===== config.mk =====
export PLATFORM = sky130hd
export DESIGN_NAME = bus_width_matcher
export DESIGN_NICKNAME = d
export VERILOG_FILES = /design/src/rtl/bwm_pkg.sv /design/src/rtl/bwm_cfg.sv /design/src/rtl/bwm_pack.sv /design/src/rtl/bwm_unpack.sv /design/src/rtl/bus_width_matcher.sv
export SDC_FILE = /design/constraint.sdc
export NUM_CORES = 1
export LEC_CHECK = 0
export BUFFER_PORTS_ARGS = -buffer_cell sky130_fd_sc_hd__buf_4
export CAP_MARGIN = 10
export CORE_MARGIN = 1.5
export CORE_UTILIZATION = 30
export CTS_BUF_LIST = sky130_fd_sc_hd__clkbuf_4 sky130_fd_sc_hd__clkbuf_8 sky130_fd_sc_hd__clkbuf_16
export CTS_CLUSTER_SIZE = 8
export DETAILED_ROUTE_END_ITERATION = 10
export PLACE_DENSITY_LB_ADDON = 0.2
export REMOVE_ABC_BUFFERS = 1
export SETUP_SLACK_MARGIN = 0.5
export SYNTH_ARGS = -nofsm -noshare
export SYNTH_HDL_FRONTEND = slang
export SYNTH_SLANG_ARGS = --single-unit

===== constraint.sdc =====
create_clock -name clk_i -period 2.65 [get_ports clk_i]
set_input_delay 0 -clock clk_i [delete_from_list [all_inputs] [get_ports clk_i]]
set_output_delay 0 -clock clk_i [all_outputs]
set_load 0.01 [all_outputs]

===== src/rtl/bwm_pkg.sv =====
package bwm_pkg;

  localparam int LANES = 4;

  typedef enum logic [1:0] {
    SW_FULL    = 2'd0,
    SW_HALF    = 2'd1,
    SW_QUARTER = 2'd2
  } sub_w_e;

  typedef struct packed {
    sub_w_e in_w;
    sub_w_e out_w;
    logic   bad;
  } width_cfg_t;

  // index of the final beat of a word for a given side width
  function automatic logic [1:0] final_beat(sub_w_e w);
    case (w)
      SW_HALF:    final_beat = 2'd1;
      SW_QUARTER: final_beat = 2'd3;
      default:    final_beat = 2'd0;
    endcase
  endfunction

endpackage


===== src/rtl/bwm_cfg.sv =====
module bwm_cfg #(
  parameter int CODE_W = 3
) (
  input  logic                clk_i,
  input  logic                rst_ni,
  input  logic [CODE_W-1:0]   mode_i,
  output bwm_pkg::width_cfg_t cfg_o
);
  import bwm_pkg::*;

  logic [CODE_W-1:0] code_q;

  // captured only while reset is held
  always_ff @(posedge clk_i) begin
    if (!rst_ni) code_q <= mode_i;
  end

  always_comb begin
    cfg_o = '{in_w: SW_FULL, out_w: SW_FULL, bad: 1'b0};
    case (code_q)
      CODE_W'(0): ;
      CODE_W'(1): cfg_o.in_w  = SW_HALF;
      CODE_W'(2): cfg_o.in_w  = SW_QUARTER;
      CODE_W'(3): cfg_o.out_w = SW_HALF;
      CODE_W'(4): cfg_o.out_w = SW_QUARTER;
      default:    cfg_o.bad   = 1'b1;
    endcase
  end

endmodule


===== src/rtl/bwm_pack.sv =====
module bwm_pack #(
  parameter int WORD_W = 36
) (
  input  logic                clk_i,
  input  logic                rst_ni,
  input  logic                en_i,
  input  bwm_pkg::sub_w_e     sub_w_i,
  input  logic                in_valid_i,
  output logic                in_ready_o,
  input  logic [WORD_W-1:0]   in_data_i,
  output logic                wr_valid_o,
  input  logic                wr_ready_i,
  output logic [WORD_W-1:0]   wr_data_o
);
  import bwm_pkg::*;

  localparam int LANE_W = WORD_W / LANES;

  logic [1:0]        cnt_q;
  logic [WORD_W-1:0] acc_q;
  logic [WORD_W-1:0] word_d;
  logic [WORD_W-1:0] hold_q;
  logic              hold_vld_q;
  logic              is_final;
  logic              fire;

  assign is_final   = (cnt_q == final_beat(sub_w_i));
  assign in_ready_o = en_i && (!is_final || !hold_vld_q || wr_ready_i);
  assign fire       = in_valid_i && in_ready_o;

  // each 9-bit lane of the word picks its source and write beat from the width
  for (genvar j = 0; j < LANES; j++) begin : g_lane
    logic              hit;
    logic [LANE_W-1:0] src;
    always_comb begin
      case (sub_w_i)
        SW_QUARTER: begin
          hit = (cnt_q == 2'(j));
          src = in_data_i[LANE_W-1:0];
        end
        SW_HALF: begin
          hit = (cnt_q == 2'(j / 2));
          src = in_data_i[(j % 2)*LANE_W +: LANE_W];
        end
        default: begin
          hit = 1'b1;
          src = in_data_i[j*LANE_W +: LANE_W];
        end
      endcase
    end
    assign word_d[j*LANE_W +: LANE_W] = hit ? src : acc_q[j*LANE_W +: LANE_W];
  end

  always_ff @(posedge clk_i) begin
    if (!rst_ni) begin
      cnt_q      <= '0;
      acc_q      <= '0;
      hold_q     <= '0;
      hold_vld_q <= 1'b0;
    end else begin
      if (hold_vld_q && wr_ready_i) hold_vld_q <= 1'b0;
      if (fire) begin
        acc_q <= word_d;
        if (is_final) begin
          cnt_q      <= '0;
          hold_q     <= word_d;
          hold_vld_q <= 1'b1;
        end else begin
          cnt_q <= cnt_q + 2'd1;
        end
      end
    end
  end

  assign wr_valid_o = hold_vld_q;
  assign wr_data_o  = hold_q;

endmodule


===== src/rtl/bwm_unpack.sv =====
module bwm_unpack #(
  parameter int WORD_W = 36
) (
  input  logic                clk_i,
  input  logic                rst_ni,
  input  logic                en_i,
  input  bwm_pkg::sub_w_e     sub_w_i,
  input  logic                rd_valid_i,
  output logic                rd_ready_o,
  input  logic [WORD_W-1:0]   rd_data_i,
  output logic                out_valid_o,
  input  logic                out_ready_i,
  output logic [WORD_W-1:0]   out_data_o
);
  import bwm_pkg::*;

  localparam int LANE_W = WORD_W / LANES;
  localparam int HALF_W = 2 * LANE_W;

  logic [WORD_W-1:0] word_q;
  logic              vld_q;
  logic [1:0]        cnt_q;
  logic              is_final;
  logic              drain;
  logic              load;

  assign is_final   = (cnt_q == final_beat(sub_w_i));
  assign drain      = vld_q && out_ready_i && is_final;
  assign rd_ready_o = en_i && (!vld_q || drain);
  assign load       = rd_valid_i && rd_ready_o;

  always_comb begin
    out_data_o = '0;
    case (sub_w_i)
      SW_QUARTER: out_data_o[LANE_W-1:0] = word_q[cnt_q*LANE_W +: LANE_W];
      SW_HALF:    out_data_o[HALF_W-1:0] = word_q[cnt_q[0]*HALF_W +: HALF_W];
      default:    out_data_o             = word_q;
    endcase
  end

  always_ff @(posedge clk_i) begin
    if (!rst_ni) begin
      word_q <= '0;
      vld_q  <= 1'b0;
      cnt_q  <= '0;
    end else begin
      if (vld_q && out_ready_i) begin
        if (is_final) begin
          cnt_q <= '0;
          vld_q <= 1'b0;
        end else begin
          cnt_q <= cnt_q + 2'd1;
        end
      end
      if (load) begin
        word_q <= rd_data_i;
        vld_q  <= 1'b1;
      end
    end
  end

  assign out_valid_o = vld_q;

endmodule


===== src/rtl/bus_width_matcher.sv =====
module bus_width_matcher #(
  parameter int WORD_W = 36,
  parameter int CODE_W = 3
) (
  input  logic              clk_i,
  input  logic              rst_ni,
  input  logic [CODE_W-1:0] mode_i,
  output logic              cfg_err_o,
  input  logic              in_valid_i,
  output logic              in_ready_o,
  input  logic [WORD_W-1:0] in_data_i,
  output logic              wr_valid_o,
  input  logic              wr_ready_i,
  output logic [WORD_W-1:0] wr_data_o,
  input  logic              rd_valid_i,
  output logic              rd_ready_o,
  input  logic [WORD_W-1:0] rd_data_i,
  output logic              out_valid_o,
  input  logic              out_ready_i,
  output logic [WORD_W-1:0] out_data_o
);
  import bwm_pkg::*;

  width_cfg_t cfg;
  logic       run;

  bwm_cfg #(.CODE_W(CODE_W)) u_cfg (
    .clk_i  (clk_i),
    .rst_ni (rst_ni),
    .mode_i (mode_i),
    .cfg_o  (cfg)
  );

  assign run       = !cfg.bad;
  assign cfg_err_o = cfg.bad;

  bwm_pack #(.WORD_W(WORD_W)) u_pack (
    .clk_i      (clk_i),
    .rst_ni     (rst_ni),
    .en_i       (run),
    .sub_w_i    (cfg.in_w),
    .in_valid_i (in_valid_i),
    .in_ready_o (in_ready_o),
    .in_data_i  (in_data_i),
    .wr_valid_o (wr_valid_o),
    .wr_ready_i (wr_ready_i),
    .wr_data_o  (wr_data_o)
  );

  bwm_unpack #(.WORD_W(WORD_W)) u_unpack (
    .clk_i       (clk_i),
    .rst_ni      (rst_ni),
    .en_i        (run),
    .sub_w_i     (cfg.out_w),
    .rd_valid_i  (rd_valid_i),
    .rd_ready_o  (rd_ready_o),
    .rd_data_i   (rd_data_i),
    .out_valid_o (out_valid_o),
    .out_ready_i (out_ready_i),
    .out_data_o  (out_data_o)
  );

endmodule


== Word-level counts from Yosys, hierarchy flattened ==
Cells that the tools add are included.
Operators by class
  $add $sub $neg: 2
  multiply operators: 2
  equal/unequal tests: 13
  shifts and indexed selects: 2
  multiplexer cells: 27
  reduce and logical (&&, ||, !) cells: 22
Operators with widths (count)
  two-way mux 9 bit: 6
  one-hot mux 9 bit (2 select lines): 3
  indexed part select 36 x 7 -> 18 bit: 1
  indexed part select 36 x 7 -> 9 bit: 1
  two-way mux 18 bit: 1
  one-hot mux 2 bit (2 select lines): 4
  == test 2 bit, second input constant: 4
  two-way mux 1 bit: 8
  logical AND 1 bit: 7
  == test 2 x 1 -> 1 bit, second input constant: 3
  == test 3 x 2 -> 1 bit, second input constant: 2
  multiplier 2 x 4 -> 6 bit, second input constant: 1
  one-hot mux 1 bit (2 select lines): 3
  multiplier 1 x 4 -> 5 bit, second input constant: 1
  OR reduction 5 bit: 1
  adder 2 x 1 -> 2 bit, second input constant: 2
  == test 2 bit: 2
  two-way mux 2 bit: 2
  AND reduction 2 bit: 2
  nonzero test 2 bit: 2
  OR reduction 2 bit: 2
  == test 3 x 1 -> 1 bit, second input constant: 1
  == test 3 bit, second input constant: 1
  logical NOT 1 bit: 3
  3 further kinds: 5
Storage, ports and cells
  flip-flop bits (word level): 117
  input bits: 81
  output and inout bits: 77
  logic and storage cells: 76

== Longest topological paths before layout ==
  word-level depth: 11
  depth in mapped cells: 11
  depth with buffers taken out: 8

== By module ==
A second synthesis with hierarchy kept.
Unflattened totals
  cell total of the unflattened synthesis: 662
  area, all modules: 6078.3 um2
By module, submodules not included
  bwm_pack: instances 1, cells each 402, area an instance 3622.2 um2, sequential area each 1501.4 um2
  bwm_unpack: instances 1, cells each 250, area an instance 2318.5 um2, sequential area each 780.7 um2
  bwm_cfg: instances 1, cells each 9, area an instance 133.9 um2, sequential area each 90.1 um2
  bus_width_matcher: instances 1, cells each 1, area an instance 3.8 um2, sequential area each 0.0 um2

== Worst setup path before layout ==
Ideal clock, no wire load.
  path type: register -> register
  from: register u_cfg.code_q[0]
  to: register u_pack.hold_q[18] (netlist: u_pack.wr_data_o[18])
  data arrival time: 2558 ps
  required time: 2518 ps
  slack: -40 ps
  stages on the path, launching flop included: 12
  path buffers: 4
  period minus slack after synthesis: 2690 ps
  cells stage by stage: edfxtp_1 -> buf_2 -> nor3b_4 -> inv_1 -> ha_1 -> clkbuf_1 -> clkbuf_1 -> clkbuf_1 -> mux2i_1 -> nand2_1 -> o211ai_1 -> a21oi_1
On the way
  word-level cells in the longest chain between the ends: 11
RTL lines
  start: declaration: line bwm_cfg.sv:11  | logic [CODE_W-1:0] code_q;
  start signal: assignment: line bwm_cfg.sv:15  | if (!rst_ni) code_q <= mode_i;
  == test 3 x 2 -> 1 bit or == test 3 x 1 -> 1 bit (tied branches): line bwm_cfg.sv:20  | case (code_q)
  one-hot mux 2 bit (2 select lines): line bwm_cfg.sv:20
  == test 2 bit or == test 2 x 1 -> 1 bit (tied branches): line bwm_pkg.sv:19, bwm_pack.sv:36
  one-hot mux 2 bit (2 select lines): line bwm_pkg.sv:19  | case (w)
  == test 2 bit: line bwm_pack.sv:27  | assign is_final = (cnt_q == final_beat(sub_w_i));
  logical NOT 1 bit: line bwm_pack.sv:28  | assign in_ready_o = en_i && (!is_final || !hold_vld_q || wr_ready_i);
  logical OR 1 bit (2 in series): line bwm_pack.sv:28
  logical AND 1 bit: line bwm_pack.sv:28
  logical AND 1 bit: line bwm_pack.sv:29  | assign fire = in_valid_i && in_ready_o;
  AND reduction 2 bit (no source line)
  end signal: assignment: line bwm_pack.sv:66  | hold_q <= word_d;
  end: declaration: line bwm_pack.sv:22  | logic [WORD_W-1:0] hold_q;
Parallel ways exist; a longest one is shown, timed or not.
A chain may end at the register's enable or synchronous reset.

== Worst setup path in the final report ==
  from: register u_cfg.code_q[2]
  to: register u_pack.hold_q[7] (netlist: u_pack.wr_data_o[7])
Same word-level chain as after synthesis.

==> metrics <==
run status complete, no violations; R2R Path End u_pack.wr_data_o[7]$_SDFFE_PN0P_; I/O Buffers 157; Placer Congestion 0.736; Power Internal 4.44 mW; Final HPWL DP 11500 µm; register share of total power 0.334; sw frac 0.282; RR Startpoint u_cfg.code_q[2]$_DFFE_PN_; Relative slew margins 0.395; via/cell ratio 5.13; most frequent CP cell nor3b_4; CP startpoint kind register; Gate power share 0.275; worst hold path type input port to register; number of cell rows 49; multi-input logic area 3550 µm²; RSZ-0062 raised after global routing yes; Synth top cells by count 114 x dfxtp_1, 85 x nand2_1, 73 x nor2_1, 38 x o21ai_0, 37 x mux2i_1; DRT Wirelength 20400 µm; DR pass1 iterations 5; Main synth FF type dfxtp_1; Iter 0 DRT Violations 291; TritonCTS clock tree yes; initial antenna violation count 0; Mapped Area 5640 µm²; I/O pin total 158; Final Hold Viols 0; Post-DRT Antenna Nets 0; CP Class register to register; Tot GR Track Use 0.193; Clock Pin Slew Worst Setup and Hold Paths 0.06 ns; Final nets 999; crit-path max FO 14; flops & latches, synth 117; worst skew pair latency 0.42 ns; Seq/Total Area, Yosys 0.420; most common cell in the synthesized netlist dfxtp_1; Min-Delay Startpoint in_data_i[26]; Initial Util 0.310; main combinational cell family by area after synthesis compound AO/OA/AOI/OAI gates; arrival time of the worst setup path 2.64 ns; Switch Pwr 1.74 mW; count of cell types in the netlist 49; Synth Area in Simple Gates 0.201; clock sink count 117; area grow syn2layout 71.9%; final period utilization 0.876; crit end category register; final setup vio count 0; Worst R2R Path Depth 9; CP required 2.97 ns; final worst path period need 2.32 ns; DR vias 5924; EDFF count, synth 3; skew final 0.00571 ns; Synth area leaders dfxtp_1 40%, mux2i_1 6.6%, nand2_1 5.7%; worst path cell trace nor3b_4 > ha_4 > xnor2_4 > buf_4 > nor3b_4 > buf_6 > buf_12 > nor2_1 > a311oi_1; post-synthesis compound-gate area fraction 0.223; Sequential cell area 2370 µm²; Die Ht 140 µm; Cell Pwr Density 637 nW/µm²; Fillers 1616; share of layout cells above drive strength 1 0.394; fmax 431 MHz; DIE WIDTH 140 µm; final worst slack 0.328 ns; wire per inst 17.7 µm; Area after DPL 7090 µm²; Cells on Worst Hold Path 3; worst slew pin tran 0.906 ns; synth warn 0; Clk pwr share 0.391; core region area 18200 µm²; leakage power 4.01 nW; Mapped Cells 660; post-synth top area share 0.405; Synth area leader dfxtp_1; clock tree root driver cell clkbuf_16; ys async rst share 0; largest net degree at the start of global routing 66; CTS Buffer Depth 2; DIE AREA 19600 µm²; MaxCap Viol Count 0; Avg Cell Area, Syn 8.55 µm²; Critical-path top delay cell edfxtp_1; Tot Pwr 6.18 mW; cts bufs inserted 17; dpl ws 0.0777 ns; grt ovf 0; first-pass GRT wire length 29500 µm; vias in the first global route 5547; H-tree levels 4; xor/xnor share of the synthesized area 0.00599; Adder-Cell Fraction of Synth Area 0.0133; Final Instance Area 9700 µm²; Hold WS 0.00381 ns; n_diodes 0; worst IR drop on VDD 491 µV; r2r setup slk 0.33 ns; max-slew violations 0; worst hold endpoint u_pack.acc_q[26]$_SDFFE_PN0P_; mux contribution to synthesized area 0.0856; drc violations 0; CP peak stage delay 0.48 ns
-- through the flow --
stage,setup TNS (ns),utilization,cells
after CTS,0,0.495,1131
after global routing,0,0.532,1154
after global placement,0,0.389,1013
final,0,0.532,1154
after floorplan,-158.97,-,602
after detailed placement,0,0.389,1013
-- layout by cell type, fill, tap and decap left out, types with 5 or more instances in the layout --
cell type / n
a22oi_1: 7
a311oi_1: 9
a211oi_2: 15
a221oi_2: 8
clkbuf_16: 23
nand3_1: 31
buf_16: 7
dlygate4sd3_1: 55
buf_12: 9
a211oi_1: 21
buf_6: 25
clkinv_2: 5
a21oi_1: 24
a221o_1: 7
nor3_2: 7
nor2b_1: 9
a22o_1: 9
nand2_1: 85
o21ai_0: 37
a21oi_2: 9
buf_4: 185
dfxtp_1: 113
inv_1: 6
mux2i_1: 29
nor2_1: 65
nor2_4: 6
and2_1: 19
o211ai_1: 18
-- what timing repair did --
action,4_1_cts,5_1_grt
gates cloned,15,9
buffers inserted,21,9
endpoints found under the hold margin,60,5
hold buffers,50,5
endpoints found under the setup margin,95,131
pin swaps,37,29
gates resized for setup,76,76
-- layer usage --
metal / share of wire / global-route usage / up-vias
li1: - / - / 2895
met5: 0 / 0 / -
met3: 0.066 / 0.0571 / 21
met2: 0.48 / 0.308 / 191
met1: 0.44 / 0.251 / 2817
met4: 0.015 / 0.0598 / 0
-- power by group through the flow --
stage / registers [mW] / clock network [mW] / logic (mW)
6_report: 2.06 / 2.42 / 1.70
5_1_grt: 2.08 / 2.53 / 1.82
4_1_cts: 2.05 / 2.46 / 1.47
3_5_place_dp: 2.08 / 0 / 1.10
3_3_place_gp: 2.08 / 0 / 1.09
2_1_floorplan: 2.09 / 0 / 0.585
-- worst max path at each step --
stage	from	to	slack [ns]
2_1_floorplan	u_cfg.code_q[0]$_DFFE_PN_	u_pack.wr_data_o[10]$_SDFFE_PN0P_	-3.04
3_3_place_gp	u_cfg.code_q[2]$_DFFE_PN_	u_pack.acc_q[6]$_SDFFE_PN0P_	0.15
3_5_place_dp	u_cfg.code_q[2]$_DFFE_PN_	u_pack.acc_q[7]$_SDFFE_PN0P_	0.08
4_1_cts	u_cfg.code_q[2]$_DFFE_PN_	u_pack.acc_q[0]$_SDFFE_PN0P_	0.34
5_1_grt	u_cfg.code_q[2]$_DFFE_PN_	u_pack.wr_data_o[7]$_SDFFE_PN0P_	0.19
6_report	u_cfg.code_q[2]$_DFFE_PN_	u_pack.wr_data_o[7]$_SDFFE_PN0P_	0.33
-- kinds of logic (layout without fill, tap and decap cells) --
| family | Yosys count | in the layout |
|---|---|---|
| adder cells (fa/ha/maj) | 6 | 6 |
| flip-flops | 117 | 117 |
| XOR/XNOR | 3 | 3 |
| buffers and inverters | 66 | 331 |
| AND/OR/NAND/NOR | 246 | 246 |
| AO/OA/AOI/OAI | 178 | 178 |
| multiplexers | 44 | 44 |
-- area by class of cell --
class	count	share of cell area
repair buffers	291	0.292
clock inverters	9	0.0125
flip-flops and latches	117	0.245
multi-input cells	477	0.367
inverters	8	0.00310
clock buffers	23	0.0516
well taps	229	0.0296
-- state kept, by name (all words and copies together), names as in the netlist --
name / cells
u_cfg.code_q: 3
u_unpack.cnt_q: 2
u_unpack.word_q: 36
u_pack.wr_data_o: 36
u_pack.wr_valid_o: 1
u_pack.acc_q: 36
u_unpack.out_valid_o: 1
u_pack.cnt_q: 2
-- critical path: cells and delay by family (launching register included) --
| family | cells | cell delay (ns) |
|---|---|---|
| AO/OA/AOI/OAI | 1 | 0.26 |
| buffers and inverters | 3 | 0.50 |
| flip-flops | 1 | 0.48 |
| adder cells (fa/ha/maj) | 1 | 0.27 |
| XOR/XNOR | 1 | 0.14 |
| AND/OR/NAND/NOR | 3 | 0.55 |
Note: power is estimated with default switching activity, not from simulation.
